[src/rtl/mdec_pkg.sv]
package mdec_pkg;

  typedef enum logic [1:0] {
    IV_HALF = 2'd0,
    IV_FULL = 2'd1,
    IV_BAD  = 2'd2
  } ivl_e;

  // Sort an edge-to-edge gap against windows of +/-25% around h and 2h.
  function automatic ivl_e classify_ivl(input int unsigned gap, input int unsigned h);
    int unsigned f;
    f = 2 * h;
    if (gap >= h - h / 4 && gap <= h + h / 4) return IV_HALF;
    if (gap >= f - f / 4 && gap <= f + f / 4) return IV_FULL;
    return IV_BAD;
  endfunction

endpackage

[src/rtl/mdec_edge_stamp.sv]
module mdec_edge_stamp #(
  parameter int unsigned CNT_W = 16
) (
  input  logic             clk_i,
  input  logic             rst_ni,
  input  logic             rx_i,
  output logic             edge_o,
  output logic             rise_o,
  output logic [CNT_W-1:0] delta_o
);

  // sh[0], sh[1]: synchronizer; sh[2]: previous synchronized level
  logic [2:0]       sh_q;
  logic [CNT_W-1:0] now_q;
  logic [CNT_W-1:0] last_q;

  always_ff @(posedge clk_i) begin
    if (!rst_ni) begin
      sh_q   <= '0;
      now_q  <= '0;
      last_q <= '0;
    end else begin
      sh_q  <= {sh_q[1:0], rx_i};
      now_q <= now_q + 1'b1;
      if (edge_o) last_q <= now_q;
    end
  end

  assign edge_o  = sh_q[2] ^ sh_q[1];
  assign rise_o  = sh_q[1] & ~sh_q[2];
  assign delta_o = now_q - last_q;

endmodule

[src/rtl/mdec_pkt_timer.sv]
module mdec_pkt_timer #(
  parameter int unsigned TIMEOUT = 48
) (
  input  logic clk_i,
  input  logic rst_ni,
  input  logic active_i,
  input  logic edge_i,
  output logic hit_o
);

  localparam int unsigned TW = $clog2(TIMEOUT + 1);
  localparam logic [TW-1:0] LAST = TW'(TIMEOUT - 1);

  logic [TW-1:0] quiet_q;

  always_ff @(posedge clk_i) begin
    if (!rst_ni) begin
      quiet_q <= '0;
    end else if (edge_i || !active_i) begin
      quiet_q <= '0;
    end else if (quiet_q != LAST) begin
      quiet_q <= quiet_q + 1'b1;
    end
  end

  assign hit_o = active_i && !edge_i && (quiet_q == LAST);

  // the timer only expires after a quiet cycle
  p_hit_after_quiet_r7: assert property (@(posedge clk_i) disable iff (!rst_ni)
    hit_o |-> $past(!edge_i));

endmodule

[src/rtl/mdec_bit_fsm.sv]
module mdec_bit_fsm
  import mdec_pkg::*;
#(
  parameter int unsigned CNT_W  = 16,
  parameter int unsigned ECNT_W = 8,
  parameter int unsigned HALF   = 8
) (
  input  logic              clk_i,
  input  logic              rst_ni,
  input  logic              edge_i,
  input  logic              rise_i,
  input  logic [CNT_W-1:0]  delta_i,
  input  logic              hit_i,
  output logic              active_o,
  output logic              bit_valid_o,
  output logic              bit_data_o,
  output logic              err_o,
  output logic              eop_o,
  output logic [ECNT_W-1:0] edge_cnt_o
);

  localparam logic [ECNT_W-1:0] CMAX = '1;

  ivl_e              cls;
  logic              mid_q;      // last accepted edge was mid-bit
  logic              last_bit_q;
  logic [ECNT_W-1:0] cnt_inc;

  assign cls     = classify_ivl(32'(delta_i), HALF);
  assign cnt_inc = (edge_cnt_o == CMAX) ? edge_cnt_o : edge_cnt_o + 1'b1;

  always_ff @(posedge clk_i) begin
    if (!rst_ni) begin
      active_o    <= 1'b0;
      mid_q       <= 1'b0;
      last_bit_q  <= 1'b0;
      bit_valid_o <= 1'b0;
      bit_data_o  <= 1'b0;
      err_o       <= 1'b0;
      eop_o       <= 1'b0;
      edge_cnt_o  <= '0;
    end else begin
      bit_valid_o <= 1'b0;
      err_o       <= 1'b0;
      eop_o       <= 1'b0;
      if (edge_i) begin
        if (!active_o) begin
          active_o    <= 1'b1;
          mid_q       <= 1'b1;
          last_bit_q  <= rise_i;
          bit_valid_o <= 1'b1;
          bit_data_o  <= rise_i;
          edge_cnt_o  <= ECNT_W'(1);
        end else begin
          unique case (cls)
            IV_HALF: begin
              mid_q      <= ~mid_q;
              edge_cnt_o <= cnt_inc;
              if (!mid_q) begin
                bit_valid_o <= 1'b1;
                bit_data_o  <= last_bit_q;
              end
            end
            IV_FULL: begin
              if (mid_q) begin
                edge_cnt_o  <= cnt_inc;
                bit_valid_o <= 1'b1;
                bit_data_o  <= ~last_bit_q;
                last_bit_q  <= ~last_bit_q;
              end else begin
                err_o    <= 1'b1;
                active_o <= 1'b0;
              end
            end
            default: begin
              err_o    <= 1'b1;
              active_o <= 1'b0;
            end
          endcase
        end
      end else if (hit_i) begin
        eop_o    <= 1'b1;
        active_o <= 1'b0;
      end
    end
  end

  // an error cycle carries no bit
  p_err_no_bit_r5: assert property (@(posedge clk_i) disable iff (!rst_ni)
    err_o |-> !bit_valid_o);

  // end-of-packet is a single-cycle pulse
  p_eop_single_r7: assert property (@(posedge clk_i) disable iff (!rst_ni)
    eop_o |=> !eop_o);

  // a packet that ends has accepted at least one edge
  p_eop_count_r6: assert property (@(posedge clk_i) disable iff (!rst_ni)
    eop_o |-> edge_cnt_o != '0);

  // a full interval from a mid-bit edge flips the bit
  p_full_flips_r3: assert property (@(posedge clk_i) disable iff (!rst_ni)
    (edge_i && active_o && cls == IV_FULL && mid_q)
      |=> (bit_valid_o && bit_data_o != $past(last_bit_q)));

  // the count holds at its ceiling until a new packet restarts it
  p_cnt_sat_r9: assert property (@(posedge clk_i) disable iff (!rst_ni)
    (edge_cnt_o == CMAX) |=> (edge_cnt_o == CMAX || edge_cnt_o == ECNT_W'(1)));

endmodule

[src/rtl/mdec_edge_decoder.sv]
module mdec_edge_decoder #(
  parameter int unsigned CNT_W       = 16,
  parameter int unsigned HALF_CYC    = 8,
  parameter int unsigned TIMEOUT_CYC = 48,
  parameter int unsigned ECNT_W      = 8
) (
  input  logic              clk_i,
  input  logic              rst_ni,
  input  logic              rx_i,
  output logic              bit_valid_o,
  output logic              bit_data_o,
  output logic [ECNT_W-1:0] edge_cnt_o,
  output logic              eop_o,
  output logic              err_o
);

  logic             edge_evt;
  logic             edge_rise;
  logic [CNT_W-1:0] edge_delta;
  logic             timeout_hit;
  logic             pkt_active;

  mdec_edge_stamp #(.CNT_W(CNT_W)) u_stamp (
    .clk_i   (clk_i),
    .rst_ni  (rst_ni),
    .rx_i    (rx_i),
    .edge_o  (edge_evt),
    .rise_o  (edge_rise),
    .delta_o (edge_delta)
  );

  mdec_pkt_timer #(.TIMEOUT(TIMEOUT_CYC)) u_timer (
    .clk_i    (clk_i),
    .rst_ni   (rst_ni),
    .active_i (pkt_active),
    .edge_i   (edge_evt),
    .hit_o    (timeout_hit)
  );

  mdec_bit_fsm #(.CNT_W(CNT_W), .ECNT_W(ECNT_W), .HALF(HALF_CYC)) u_fsm (
    .clk_i       (clk_i),
    .rst_ni      (rst_ni),
    .edge_i      (edge_evt),
    .rise_i      (edge_rise),
    .delta_i     (edge_delta),
    .hit_i       (timeout_hit),
    .active_o    (pkt_active),
    .bit_valid_o (bit_valid_o),
    .bit_data_o  (bit_data_o),
    .err_o       (err_o),
    .eop_o       (eop_o),
    .edge_cnt_o  (edge_cnt_o)
  );

  // an edge in the expiry cycle suppresses end-of-packet
  p_edge_wins_r8: assert property (@(posedge clk_i) disable iff (!rst_ni)
    edge_evt |=> !eop_o);

endmodule

[config.mk]
export PLATFORM = sky130hd
export DESIGN_NAME = mdec_edge_decoder
export DESIGN_NICKNAME = d
export VERILOG_FILES = /design/src/rtl/mdec_pkg.sv /design/src/rtl/mdec_edge_stamp.sv /design/src/rtl/mdec_pkt_timer.sv /design/src/rtl/mdec_bit_fsm.sv /design/src/rtl/mdec_edge_decoder.sv
export SDC_FILE = /design/constraint.sdc
export NUM_CORES = 1
export LEC_CHECK = 0
export BUFFER_PORTS_ARGS = -buffer_cell sky130_fd_sc_hd__clkbuf_2
export CAP_MARGIN = 30
export CORE_MARGIN = 5
export CORE_UTILIZATION = 40
export CTS_CLUSTER_SIZE = 12
export DETAILED_ROUTE_END_ITERATION = 7
export GPL_ROUTABILITY_DRIVEN = 0
export GPL_TIMING_DRIVEN = 0
export PLACE_DENSITY = 0.6
export REMOVE_ABC_BUFFERS = 1
export SETUP_SLACK_MARGIN = 0.5
export SLEW_MARGIN = 20
export SYNTH_ARGS = -nofsm -noshare
export SYNTH_HDL_FRONTEND = slang
export SYNTH_SLANG_ARGS = --single-unit
[constraint.sdc]
create_clock -name clk_i -period 7.7 [get_ports clk_i]
set_clock_uncertainty 0.2 [all_clocks]
set_input_delay 1.155 -clock clk_i [delete_from_list [all_inputs] [get_ports clk_i]]
set_output_delay 1.155 -clock clk_i [all_outputs]
set_load 0.1 [all_outputs]
==> summary.md, run 1 <==
The number of port buffers was 14; the number of vias in the routed layout was 2747. Counting flops with a built-in enable in the synthesized netlist gives 0. In this run the count of I/O pins placed on the die edge is 15. The run gives 6.80 mm as the final wirelength. In this run the tightest slew margin relative to its limit is 49.4%.

In the layout the commonest cells are sky130_fd_sc_hd__dfxtp_1 (56), sky130_fd_sc_hd__nand2_1 (24), sky130_fd_sc_hd__inv_1 (23). Data on the critical path is required at its endpoint by 7720 ps. The fraction of final layout cells sized beyond drive strength 1 came out at 8.62%. The commonest non-fill, non-tap cell in the layout was sky130_fd_sc_hd__dfxtp_1. The most critical setup path has its startpoint at u_stamp.now_q[2]. STA puts the critical path data arrival time at 4070 ps.

Cell type with the largest total area after synthesis: sky130_fd_sc_hd__dfxtp_1. After clock tree synthesis, the setup repair step added 0 buffers. The tool flagged a number of max-cap violations equal to 0. The run gives 0 as the number of warnings reported in the yosys synthesis log.

The HPWL after detailed placement is 4.89 mm. The violation count after the first detailed-route iteration is 120, and the number of distinct library cells after synthesis is 63. The number of setup violations in the final report was 0; the clock share of power was 30.0%.

Summing the areas of all xor and xnor instances in the mapped netlist gives 5.90% of the synthesized area. The tools report the start of the worst register-to-register path as u_stamp.now_q[2]. Counting every instance in the synthesized netlist gives 402. The adder-cell share of the synthesized area came out at 7.55%.

Among all flip-flop cells after synthesis, the most frequent one is sky130_fd_sc_hd__dfxtp_1. Sequential elements use 32.8% of the synthesized area. Setup slack on the worst reg-to-reg path comes out at 3650 ps.

The total leakage power came out at 1.50 nW. The tools report the combined area of all synthesized cells as 0.00341 mm^2. On the worst path, the slowest cell contributes a delay of 700 ps. The global-route wire length before repair was 11.8 mm; the y dimension of the die was 102 um. The critical path in this run is classified as flip-flop to flip-flop. For the clock sink total, the log shows 56. The tools report the number of buffers inserted by hold repair at cts as 0. The average footprint of a synthesized cell came out at 8.49 um^2.

The final critical-path share of the clock period is 52.6%. The via density per instance came out at 5.38. After clock tree synthesis, the clock-pin slew on the worst setup and hold paths is 110 ps. STA classifies the critical path startpoint as a flip-flop. The logs give 2 for the maximum level of the CTS H-tree and 0 for the initial antenna violation count. For this run, the post-layout net count is 428. The number of rows in the core area is 33.

Measured along the x axis, the die boundary spans 102 um. Most prevalent standard cell on the critical path: sky130_fd_sc_hd__a21oi_1. The worst-case IR drop observed on VDD is 0.000106 V. For the worst-skew pair, the clock arrives at the later sink with an insertion delay of 320 ps. The start point of the worst hold path was u_stamp.sh_q[0]. For this run, the detailed router's first-pass iteration total came to 4.

For the number of antenna diodes, the log shows 0. The TritonCTS buffer count is 5, and the basic-gate share of the synthesized area counting and, or, nand and nor cells is 24.7%. The relative contribution of combinational cells to total power was 17.7%; the total global routing track utilization was 13.8%.

For the highest clock rate, the log shows 0.247 GHz. The detailed-route wire length per cell works out to 13.3 um. The final sum of negative setup slack was 0 ps.

Counting I/O delays and the setup requirement, the final critical path takes 4050 ps. Proportion of synthesized area in mux cells: 6.45%. The internal portion of the total power is 400 uW. The run gives 2548 as the via count of the first global-routing pass.

The longest clock path from root to sink contains 2 buffers. The buffer and inverter count on the worst path was 0. The design draws 576 uW.

Traced cell by cell, the critical path runs through ha_1 > or2_2 > o311ai_1 > a21oi_1 > a21oi_1 > o311ai_0 > nand4_2 > o31ai_1 > a31oi_1 > a41o_1. The tools report the number of pins exceeding their max-slew limit in the final report as 0. For the final number of hold-violating endpoints, the log shows 0. The worst hold path belongs to the class flip-flop to flip-flop. The run finished with clean final reports.

Summing the areas of all compound-gate instances in the mapped netlist gives 17.7% of the synthesized area. After synthesis, the largest family of logic cells by area is simple AND/OR/NAND/NOR gates. The worst setup path is captured at a flip-flop. The total of flip-flops plus latches after synthesis came out at 56. Detailed-route DRC error count: 0. The transition time at the pin with the least slew margin was 760 ps. In this run the biggest area consumer among cell types represents 32.8% of the synthesized area. The library cell used as clock root buffer is sky130_fd_sc_hd__clkbuf_8. The switching share of power works out to 30.5%. On the critical path, the stage with the largest delay is an instance of sky130_fd_sc_hd__o31ai_1. Sorting the synthesized cells by area gives the leading types as sky130_fd_sc_hd__dfxtp_1 (33%), sky130_fd_sc_hd__ha_1 (7.0%), sky130_fd_sc_hd__mux2i_1 (6.5%).

The tools report the total die area as 0.0105 mm^2. On the critical path the largest part of the delay comes from compound AO/OA/AOI/OAI gates. Setup repair after global routing left no endpoint under its margin. Once the floorplan was initialized, standard cells occupied 41.3% of the core. For this design the total switching power over the nets is 176 uW. Total congestion overflow after global routing: 0. Once detail routing completed, the nets flagged for antenna violations numbered 0. In this run the power density over the cells is 158 mW/mm^2. For the part of the power in registers, the log shows 52.3%. Entering global routing, the biggest net connects 49 pins. The top fanout value on the critical path is 10. The proportion of synthesized flip-flops having asynchronous set or reset is 0%, and the area of the core is 0.00826 mm^2.

TritonCTS built the clock tree. The number of gates resized after CTS was 0. The area growth from synthesis to layout is 6.56%.
-- kinds of logic (layout without fill, tap and decap cells) --
kind of cell,count (synthesis),count (layout)
AOI/OAI and AO/OA,86,86
xor gates and xnor gates,23,23
adders and majority gates,20,20
buffers and inverters,41,45
DFF,56,56
muxes,22,22
and+or+nand+nor,154,154
-- sequential cells by signal, summed over array words and instances (netlist names) --
name	cells
u_fsm.eop_o	1
u_stamp.now_q	16
u_fsm.bit_data_o	1
u_fsm.err_o	1
u_fsm.edge_cnt_o	8
u_timer.quiet_q	6
u_stamp.sh_q	3
u_fsm.bit_valid_o	1
u_fsm.last_bit_q	1
u_fsm.active_o	1
u_fsm.mid_q	1
u_stamp.last_q	16
-- per-stage QoR --
step,cell area [um^2],setup slack (ps),instances,util [%],hold slack [ps]
after floorplan,3340,4350,384,-,212
after global placement,3540,3700,503,42.8,221
after detailed placement,3540,3700,503,42.9,222
after CTS,3640,3690,511,44.0,250
after global routing,3640,3340,511,44.0,273
final,3640,3650,511,44.0,245
-- final timing paths --
kind,endpoint,cells after the start
worst max-delay path,u_fsm.edge_cnt_o[3],10
worst min-delay path,u_stamp.sh_q[1],1
worst max register to register,u_fsm.edge_cnt_o[3],10
worst min register to register,u_stamp.sh_q[1],1
-- cell usage after synthesis, types with 4 or more instances --
cell type	number
sky130_fd_sc_hd__a31oi_1	5
sky130_fd_sc_hd__nand2_1	24
sky130_fd_sc_hd__xor2_1	5
sky130_fd_sc_hd__clkbuf_1	14
sky130_fd_sc_hd__nor2_1	21
sky130_fd_sc_hd__xnor2_1	18
sky130_fd_sc_hd__nor2b_1	22
sky130_fd_sc_hd__or3_1	5
sky130_fd_sc_hd__mux2i_1	22
sky130_fd_sc_hd__and2_1	19
sky130_fd_sc_hd__a21oi_1	20
sky130_fd_sc_hd__inv_1	23
sky130_fd_sc_hd__a21o_1	4
sky130_fd_sc_hd__o21ai_0	15
sky130_fd_sc_hd__and3_1	11
sky130_fd_sc_hd__nand3_1	18
sky130_fd_sc_hd__o21a_1	6
sky130_fd_sc_hd__ha_1	19
sky130_fd_sc_hd__nand4_1	4
sky130_fd_sc_hd__o31ai_1	6
sky130_fd_sc_hd__dfxtp_1	56
sky130_fd_sc_hd__nor3_1	10
-- power groups by stage --
stage                     Sequential [mW]  Combinational [mW]  Clock (mW)
final                               0.301               0.102       0.173
after global routing                0.303               0.114       0.192
after CTS                           0.301               0.103       0.177
after detailed placement            0.308               0.102           0
after global placement              0.308               0.101           0
after floorplan                     0.314              0.0721           0
-- layer usage --
metal | global-route usage [%] | part of all wire [%]
met2 | 22.3 | 46
met4 | 3.53 | 0.72
met1 | 18.7 | 51
met5 | 0 | 0
met3 | 2.94 | 2.6
-- layout make-up --
cell class	instances	area, um^2
Multi-Input combinational cell	305	2130
Tap cell	105	131
Sequential cell	56	1120
Inverter	23	86.3
Fill cell	858	4620
Clock buffer	5	68.8
Clock inverter	3	27.5
Timing Repair Buffer	14	70.1
-- worst register-to-register path, stage by stage, from the launching register on --
cell	delay (ps)
sky130_fd_sc_hd__dfxtp_1	590
sky130_fd_sc_hd__ha_1	320
sky130_fd_sc_hd__or2_2	150
sky130_fd_sc_hd__o311ai_1	160
sky130_fd_sc_hd__a21oi_1	530
sky130_fd_sc_hd__a21oi_1	140
sky130_fd_sc_hd__o311ai_0	450
sky130_fd_sc_hd__nand4_2	310
sky130_fd_sc_hd__o31ai_1	700
sky130_fd_sc_hd__a31oi_1	170
sky130_fd_sc_hd__a41o_1	240
Note: power is estimated with default switching activity, not from simulation.
==> run 2, diff against run 1 <==
clock period = 4.06 ns   (was 7.7 ns; I/O delays follow)
==> run 2 against run 1 <==
Against the previous run: first-iteration DRC count fell by 26%; clock power rose by 87%; sequential share of layout area fell by 1.4 points; fmax rose by 16%; core utilization rose by 2.6 points; non-clock buffer count rose by 10; combinational power rose to 2.6 times the previous value; global-route usage rose by 0.10 points; sequential cell count did not move; critical path depth did not move; total power rose by 100%; register-to-register slack got worse by 3100 ps.
==> summary.md, run 2 (same netlist as run 1, synthesis figures left out) <==
For the total leakage power, the log shows 1.59 nW (+5.7%). The area growth from synthesis to layout came out at 12.8%. The half-perimeter wire length of the detailed placement result is 4.89 mm (unchanged). The total die area was 0.0105 mm^2 (unchanged); the clock sink total was 56 (unchanged). The run gives 1.16 mW (+100%) as the power consumption. The tools report the number of detailed-route iterations in the first pass as 4 (unchanged). The worst slack at placement is 64.0 ps (-3640 ps), and the TritonCTS buffer count is 5 (unchanged). The number of rows in the core area was 33 (unchanged); the number of port buffers was 14 (unchanged). TritonCTS built the clock tree. The tools report the type of origin of the critical path as a flip-flop. The power density over cell area is 301 mW/mm^2 (+90%), and the placed cell area is 0.00354 mm^2 (unchanged). The tools report the data required time of the worst path as 4130 ps (-3590 ps). Setup repair after global routing could not meet its margin everywhere. The worst-case register-to-register setup slack was 580 ps (-3070 ps). The run gives 49 (unchanged) as the maximum number of pins on one net before global-route repair.

The critical path is of the flip-flop to flip-flop type. The remaining antenna violation count after routing was 0 (unchanged); the horizontal die dimension was 102 um (unchanged). The run gives 0.000203 V (+92%) as the peak supply drop. The number of pins exceeding their max-slew limit in the final report was 0 (unchanged). The initial cell density of the core is 41.3% (unchanged), and the transition time at the pin with the least slew margin is 776 ps (+15.9 ps). The number of antenna diodes is 0 (unchanged), and the area of the core is 0.00826 mm^2 (unchanged). For the number of nets at the end of the flow, the log shows 438 (+2.3%). The total placed cells including tap cells was 503 (unchanged). The library cells used most frequently in the layout, excluding fill and tap cells, are sky130_fd_sc_hd__dfxtp_1 (52), sky130_fd_sc_hd__nand2_1 (24), sky130_fd_sc_hd__inv_1 (23). Final sum of negative setup slack: 0 ps (unchanged). Global-route wire length before repair: 11.9 mm (+0.99%). The run finished with clean final reports. The tools report the worst relative slew slack as 48.3% (-1.1 points). The logs give 15 (unchanged) for the top-level port count and 0 (unchanged) for the initial antenna violation count.

The number of vias in the routed layout is 2798 (+1.9%), and the final critical-path share of the clock period is 85.7% (+33 points). The via count of the first global-routing pass is 2600 (+2.0%). The y dimension of the die works out to 102 um (unchanged). For the highest clock rate, the log shows 0.287 GHz (+16%). The filler-free cell count of the finished design was 521 (+2.0%); the detailed-route wire length per cell was 13.6 um (+1.9%).

The run gives 2 (unchanged) as the number of buffers on the longest clock path. For the worst path arrival time, the log shows 3550 ps (-520 ps). The latest clock arrival within the worst-skew pair is 310 ps (about the same), and the top fanout value on the critical path is 6 (-4).

The post-layout minimum cycle time works out to 3480 ps (-567 ps). The total congestion overflow after global routing was 0 (unchanged). For the worst-case setup margin in the final layout, the log shows 580 ps (-3070 ps). The final number of hold-violating endpoints was 0 (unchanged). The tree is rooted in a sky130_fd_sc_hd__clkbuf_8. The post-CTS clock slew at the launch and capture registers of the worst setup and hold paths is 110 ps (about the same). The run gives 0 (unchanged) as the max-capacitance violation count. For the number of setup violations in the final report, the log shows 0 (unchanged).

The tightest min-delay check is of the flip-flop to flip-flop type. Core occupancy in the finished layout: 46.6% (+2.6 points). The worst setup path is captured at a flip-flop.

The total global routing track utilization is 13.9% (+0.10 points), and the violation count after the first detailed-route iteration is 89 (-26%). The via density per instance was 5.37 (about the same); the maximum level of the CTS H-tree was 2 (unchanged). For the detailed-route DRC error count, the log shows 0 (unchanged).

The fraction of final layout cells sized beyond drive strength 1 is 15.9% (+7.2 points). For the post-route standard cell area excluding fillers, the log shows 0.00385 mm^2 (+5.8%). The commonest non-fill, non-tap cell in the layout is sky130_fd_sc_hd__dfxtp_1.

The largest registers in the layout are u_stamp.last_q: 16 flops, u_stamp.now_q: 16 flops, u_fsm.edge_cnt_o: 8 flops. The tools report the final wirelength as 7.07 mm (+3.9%). Worst hold slack: 245 ps (-0.441 ps).
-- run 2: cell types whose count changed in the layout (fill, tap and decap cells not counted), sizes merged --
cell  previous run  this run
buf              0        10
-- run 2: timing repair --
| action | 4_1_cts | 5_1_grt |
|---|---|---|
| gates resized for setup | 11 | 23 |
| hold buffers | 0 | 0 |
| pin swaps | 1 | 8 |
| endpoints found under the setup margin | 13 | 12 |
| buffers inserted | 5 | 5 |
| gates cloned | 0 | 0 |
-- run 2: layer usage --
metal | up-vias | GRT usage [%] | share of wire, %
met3 | 4 | 2.94 | 1.9
met2 | 27 | 22.7 | 47
met5 | - | 0 | 0
met1 | 1317 | 18.6 | 50
li1 | 1450 | - | -
met4 | 0 | 3.63 | 0.78
-- run 2: final timing paths --
path / startpoint / to / cells after the start
setup / recovery: u_stamp.now_q[8] / u_fsm.edge_cnt_o[2] / 10
hold / removal: u_stamp.sh_q[0] / u_stamp.sh_q[1] / 1
setup reg to reg: u_stamp.now_q[8] / u_fsm.edge_cnt_o[2] / 10
hold reg to reg: u_stamp.sh_q[0] / u_stamp.sh_q[1] / 1
-- run 2: final cells by class --
class,count,area (um^2)
Sequential cell,56,1130
Fill cell,860,4410
Timing Repair Buffer,24,145
Tap cell,105,131
Multi-Input combinational cell,305,2260
Clock inverter,3,27.5
Inverter,23,86.3
Clock buffer,5,68.8
-- run 2: critical path, cell delays in order, from the launching register on --
cell	delay, ps
sky130_fd_sc_hd__dfxtp_2	390
sky130_fd_sc_hd__ha_2	320
sky130_fd_sc_hd__a21o_1	220
sky130_fd_sc_hd__o21a_4	250
sky130_fd_sc_hd__or3_1	350
sky130_fd_sc_hd__o311a_1	300
sky130_fd_sc_hd__a32oi_2	260
sky130_fd_sc_hd__nand4_4	170
sky130_fd_sc_hd__o31a_1	380
sky130_fd_sc_hd__or4_1	510
sky130_fd_sc_hd__nand2_1	70
-- run 2: power by group --
group	switching [mW]	internal [mW]
Sequential	0.0136	0.558
Combinational	0.146	0.120
Clock	0.196	0.127
Total	0.355	0.805
==> run 3, diff against run 2 <==
--- a/config.mk
+++ b/config.mk
@@ -18,2 +18,3 @@
 export SETUP_SLACK_MARGIN = 0.5
+export SKIP_CTS_REPAIR_TIMING = 1
 export SLEW_MARGIN = 20
==> constraint.sdc (replaced) <==
create_clock -name clk_i -period 4.06 [get_ports clk_i]
set_clock_uncertainty 0.2 [all_clocks]
set_input_delay 0.203 -clock clk_i [delete_from_list [all_inputs] [get_ports clk_i]]
set_output_delay 0.203 -clock clk_i [all_outputs]
set_load 0.1 [all_outputs]
==> run 3 against run 2 <==
Against the previous run: design area is 0.23% higher; core utilization is 0.11 points higher; clock power hardly changed; register-to-register slack better by 20 ps; die area stayed put; total power is 0.18% higher; sequential power hardly changed; via count is 1.2% higher; combinational power hardly changed; non-clock buffer count is 1 lower; critical endpoint unchanged.
==> summary.md, run 3 (same netlist as run 1, synthesis figures left out) <==
The flow ran to the end, and the final reports show no timing, DRC or antenna violations. In the final layout, the registers with the most flip-flops are u_stamp.last_q: 16 flops, u_stamp.now_q: 16 flops, u_fsm.edge_cnt_o: 8 flops. The post-CTS clock slew at the launch and capture registers of the worst setup and hold paths is 110 ps (about the same), and the final critical-path share of the clock period is 85.2% (-0.47 points).

Type of origin of the critical path: a flip-flop. The area of the core is 0.00826 mm^2 (unchanged). The highest clock rate is 0.289 GHz (+0.55%), and the post-layout minimum cycle time is 3460 ps (-19.2 ps). The run gives 56 (unchanged) as the clock sink total. The library cells used most frequently in the layout, excluding fill and tap cells, are sky130_fd_sc_hd__dfxtp_1 (52), sky130_fd_sc_hd__nand2_1 (24), sky130_fd_sc_hd__inv_1 (23).

The tools report the final number of hold-violating endpoints as 0 (unchanged). The logs give 2548 (-2.0%) for the via count of the first global-routing pass and 0 (unchanged) for the number of antenna diodes. The number of detailed-route iterations in the first pass is 4 (unchanged). The run gives 1.58 nW (-0.35%) as the total leakage power.

The maximum level of the CTS H-tree is 2 (unchanged), and the number of setup violations in the final report is 0 (unchanged). The largest individual stage delay along the critical path comes from the cell sky130_fd_sc_hd__or4_1. The final sum of negative setup slack was 0 ps (unchanged). The number of cells on the worst reg-to-reg path was 11 (+1); the number of nets at the end of the flow was 437 (-0.23%). The most critical setup path has its endpoint at u_fsm.edge_cnt_o[2]. Number of cells on the critical path: 11 (+1). The tools report the detailed-route DRC error count as 0 (unchanged).

The layer with the highest usage after global routing is met2. TritonCTS buffer count: 5 (unchanged). The buffer and inverter count on the worst path is 1 (+1). Leaving out fill and tap cells, the most frequent cell in the layout is sky130_fd_sc_hd__dfxtp_1.

The latest clock arrival within the worst-skew pair is 310 ps (about the same), and the maximum single-stage delay on the critical path is 520 ps (about the same). The power density over cell area is 301 mW/mm^2 (about the same). The tools report the worst-case register-to-register setup slack as 600 ps (+20 ps). The total congestion overflow after global routing was 0 (unchanged); the total die area was 0.0105 mm^2 (unchanged). Via density per instance: 5.44 (+1.4%). The tools report the capture point of the worst reg-to-reg path as u_fsm.edge_cnt_o[2]. The horizontal die dimension was 102 um (unchanged); the data required time of the worst path was 4130 ps (about the same). The signal on the critical path passes through inv_1 > ha_2 > a21o_1 > o21a_4 > or3_1 > o311a_1 > a32oi_2 > nand4_4 > o31a_1 > or4_1 > nand2_1. The tools report the violation count after the first detailed-route iteration as 111 (+25%). The run gives 0 (unchanged) as the number of pins exceeding their max-slew limit in the final report. Y dimension of the die: 102 um (unchanged). By startpoint and endpoint, the worst setup path is classified as flip-flop to flip-flop. The worst relative slew slack came out at 49.5% (+1.2 points). Number of buffers on the longest clock path: 2 (unchanged). The number of port buffers is 14 (unchanged). The global-route track usage on met2 was 22.3% (-0.35 points).

The detailed-route wire length per cell was 13.6 um (+0.16%); the max-capacitance violation count was 0 (unchanged). The worst-case setup margin in the final layout came out at 599 ps (+19.2 ps). The start of the worst register-to-register path was u_stamp.last_q[8]. Global-route wire length before repair: 11.8 mm (-0.98%). The library cell used as clock root buffer is sky130_fd_sc_hd__clkbuf_8. Setup repair after global routing left no endpoint under its margin. The run gives 41.3% (unchanged) as the initial cell density of the core. The maximum number of pins on one net before global-route repair was 49 (unchanged). The final wirelength is 7.06 mm (about the same), and the area growth from synthesis to layout is 13.0%. The run gives 0.000202 V (-0.48%) as the peak supply drop. Among cell families on the critical path, the largest total delay comes from compound AO/OA/AOI/OAI gates. The type of destination of the critical path was a flip-flop.

The initial antenna violation count was 0 (unchanged). The transition time at the pin with the least slew margin is 757 ps (-18.7 ps). The worst path arrival time was 3530 ps (-20 ps); the fraction of final layout cells sized beyond drive strength 1 was 15.7% (-0.20 points). The top fanout value on the critical path was 6 (unchanged). The logs give 18.7% (+0.026 points) for the global-route met1 utilization and 4.89 mm (unchanged) for the half-perimeter wire length of the detailed placement result. The number of rows in the core area was 33 (unchanged); the top-level port count was 15 (unchanged). For the worst slack at placement, the log shows 64.0 ps (unchanged). The remaining antenna violation count after routing was 0 (unchanged); the number of vias in the routed layout was 2831 (+1.2%). TritonCTS built the clock tree.

The critical path starts at u_stamp.last_q[8]. Routing usage on met3: 2.94% (unchanged). The min-delay analysis places its worst path in the category flip-flop to flip-flop. The total global routing track utilization came out at 13.8% (-0.10 points).
## run 3: metrics by stage
stage / hold slack, ps / util (%) / area (um^2) / instances / power [mW]
5_1_grt: 269 / 46.7 / 3860 / 520 / 1.23
3_3_place_gp: 214 / 42.8 / 3540 / 503 / 0.775
4_1_cts: -128 / 44.0 / 3640 / 511 / 1.10
6_report: 245 / 46.7 / 3860 / 520 / 1.16
3_5_place_dp: 215 / 42.9 / 3540 / 503 / 0.778
2_1_floorplan: 125 / - / 3340 / 384 / 0.733
## run 3: worst min-delay path by stage
stage	start	endpoint	slack, ps	depth (start not counted)
2_1_floorplan	rst_ni	u_fsm.active_o	120	1
3_3_place_gp	rx_i	u_stamp.sh_q[0]	210	2
3_5_place_dp	rx_i	u_stamp.sh_q[0]	210	2
4_1_cts	rx_i	u_stamp.sh_q[0]	-130	2
5_1_grt	u_stamp.now_q[0]	u_stamp.now_q[0]	270	1
6_report	u_stamp.sh_q[0]	u_stamp.sh_q[1]	240	1
## run 3: per-layer routing
layer | share of wire [%] | vias up
met2 | 47 | 31
li1 | - | 1448
met5 | 0 | -
met3 | 2.3 | 4
met4 | 0.72 | 0
met1 | 50 | 1348
## run 3: power breakdown
part	total (mW)	switching, mW	internal, mW
logic	0.264	0.146	0.119
clock network	0.326	0.199	0.127
registers	0.572	0.0137	0.558
total	1.16	0.358	0.804
## run 3: final cells by class
class                      count  area (um^2)
fill                         852         4400
multi-input combinational    305         2270
sequential                    56         1130
timing repair buffer          23          140
tap                          105          131
inverter                      23         86.3
clock buffer                   5         68.8
clock inverter                 3         27.5
## run 3: worst reg2reg max path: stages (launching register included)
cell and delay, ps:
sky130_fd_sc_hd__dfxtp_1 350, sky130_fd_sc_hd__inv_1 50, sky130_fd_sc_hd__ha_2 320, sky130_fd_sc_hd__a21o_1 220
sky130_fd_sc_hd__o21a_4 250, sky130_fd_sc_hd__or3_1 350, sky130_fd_sc_hd__o311a_1 300, sky130_fd_sc_hd__a32oi_2 240
sky130_fd_sc_hd__nand4_4 200, sky130_fd_sc_hd__o31a_1 360, sky130_fd_sc_hd__or4_1 520, sky130_fd_sc_hd__nand2_1 70
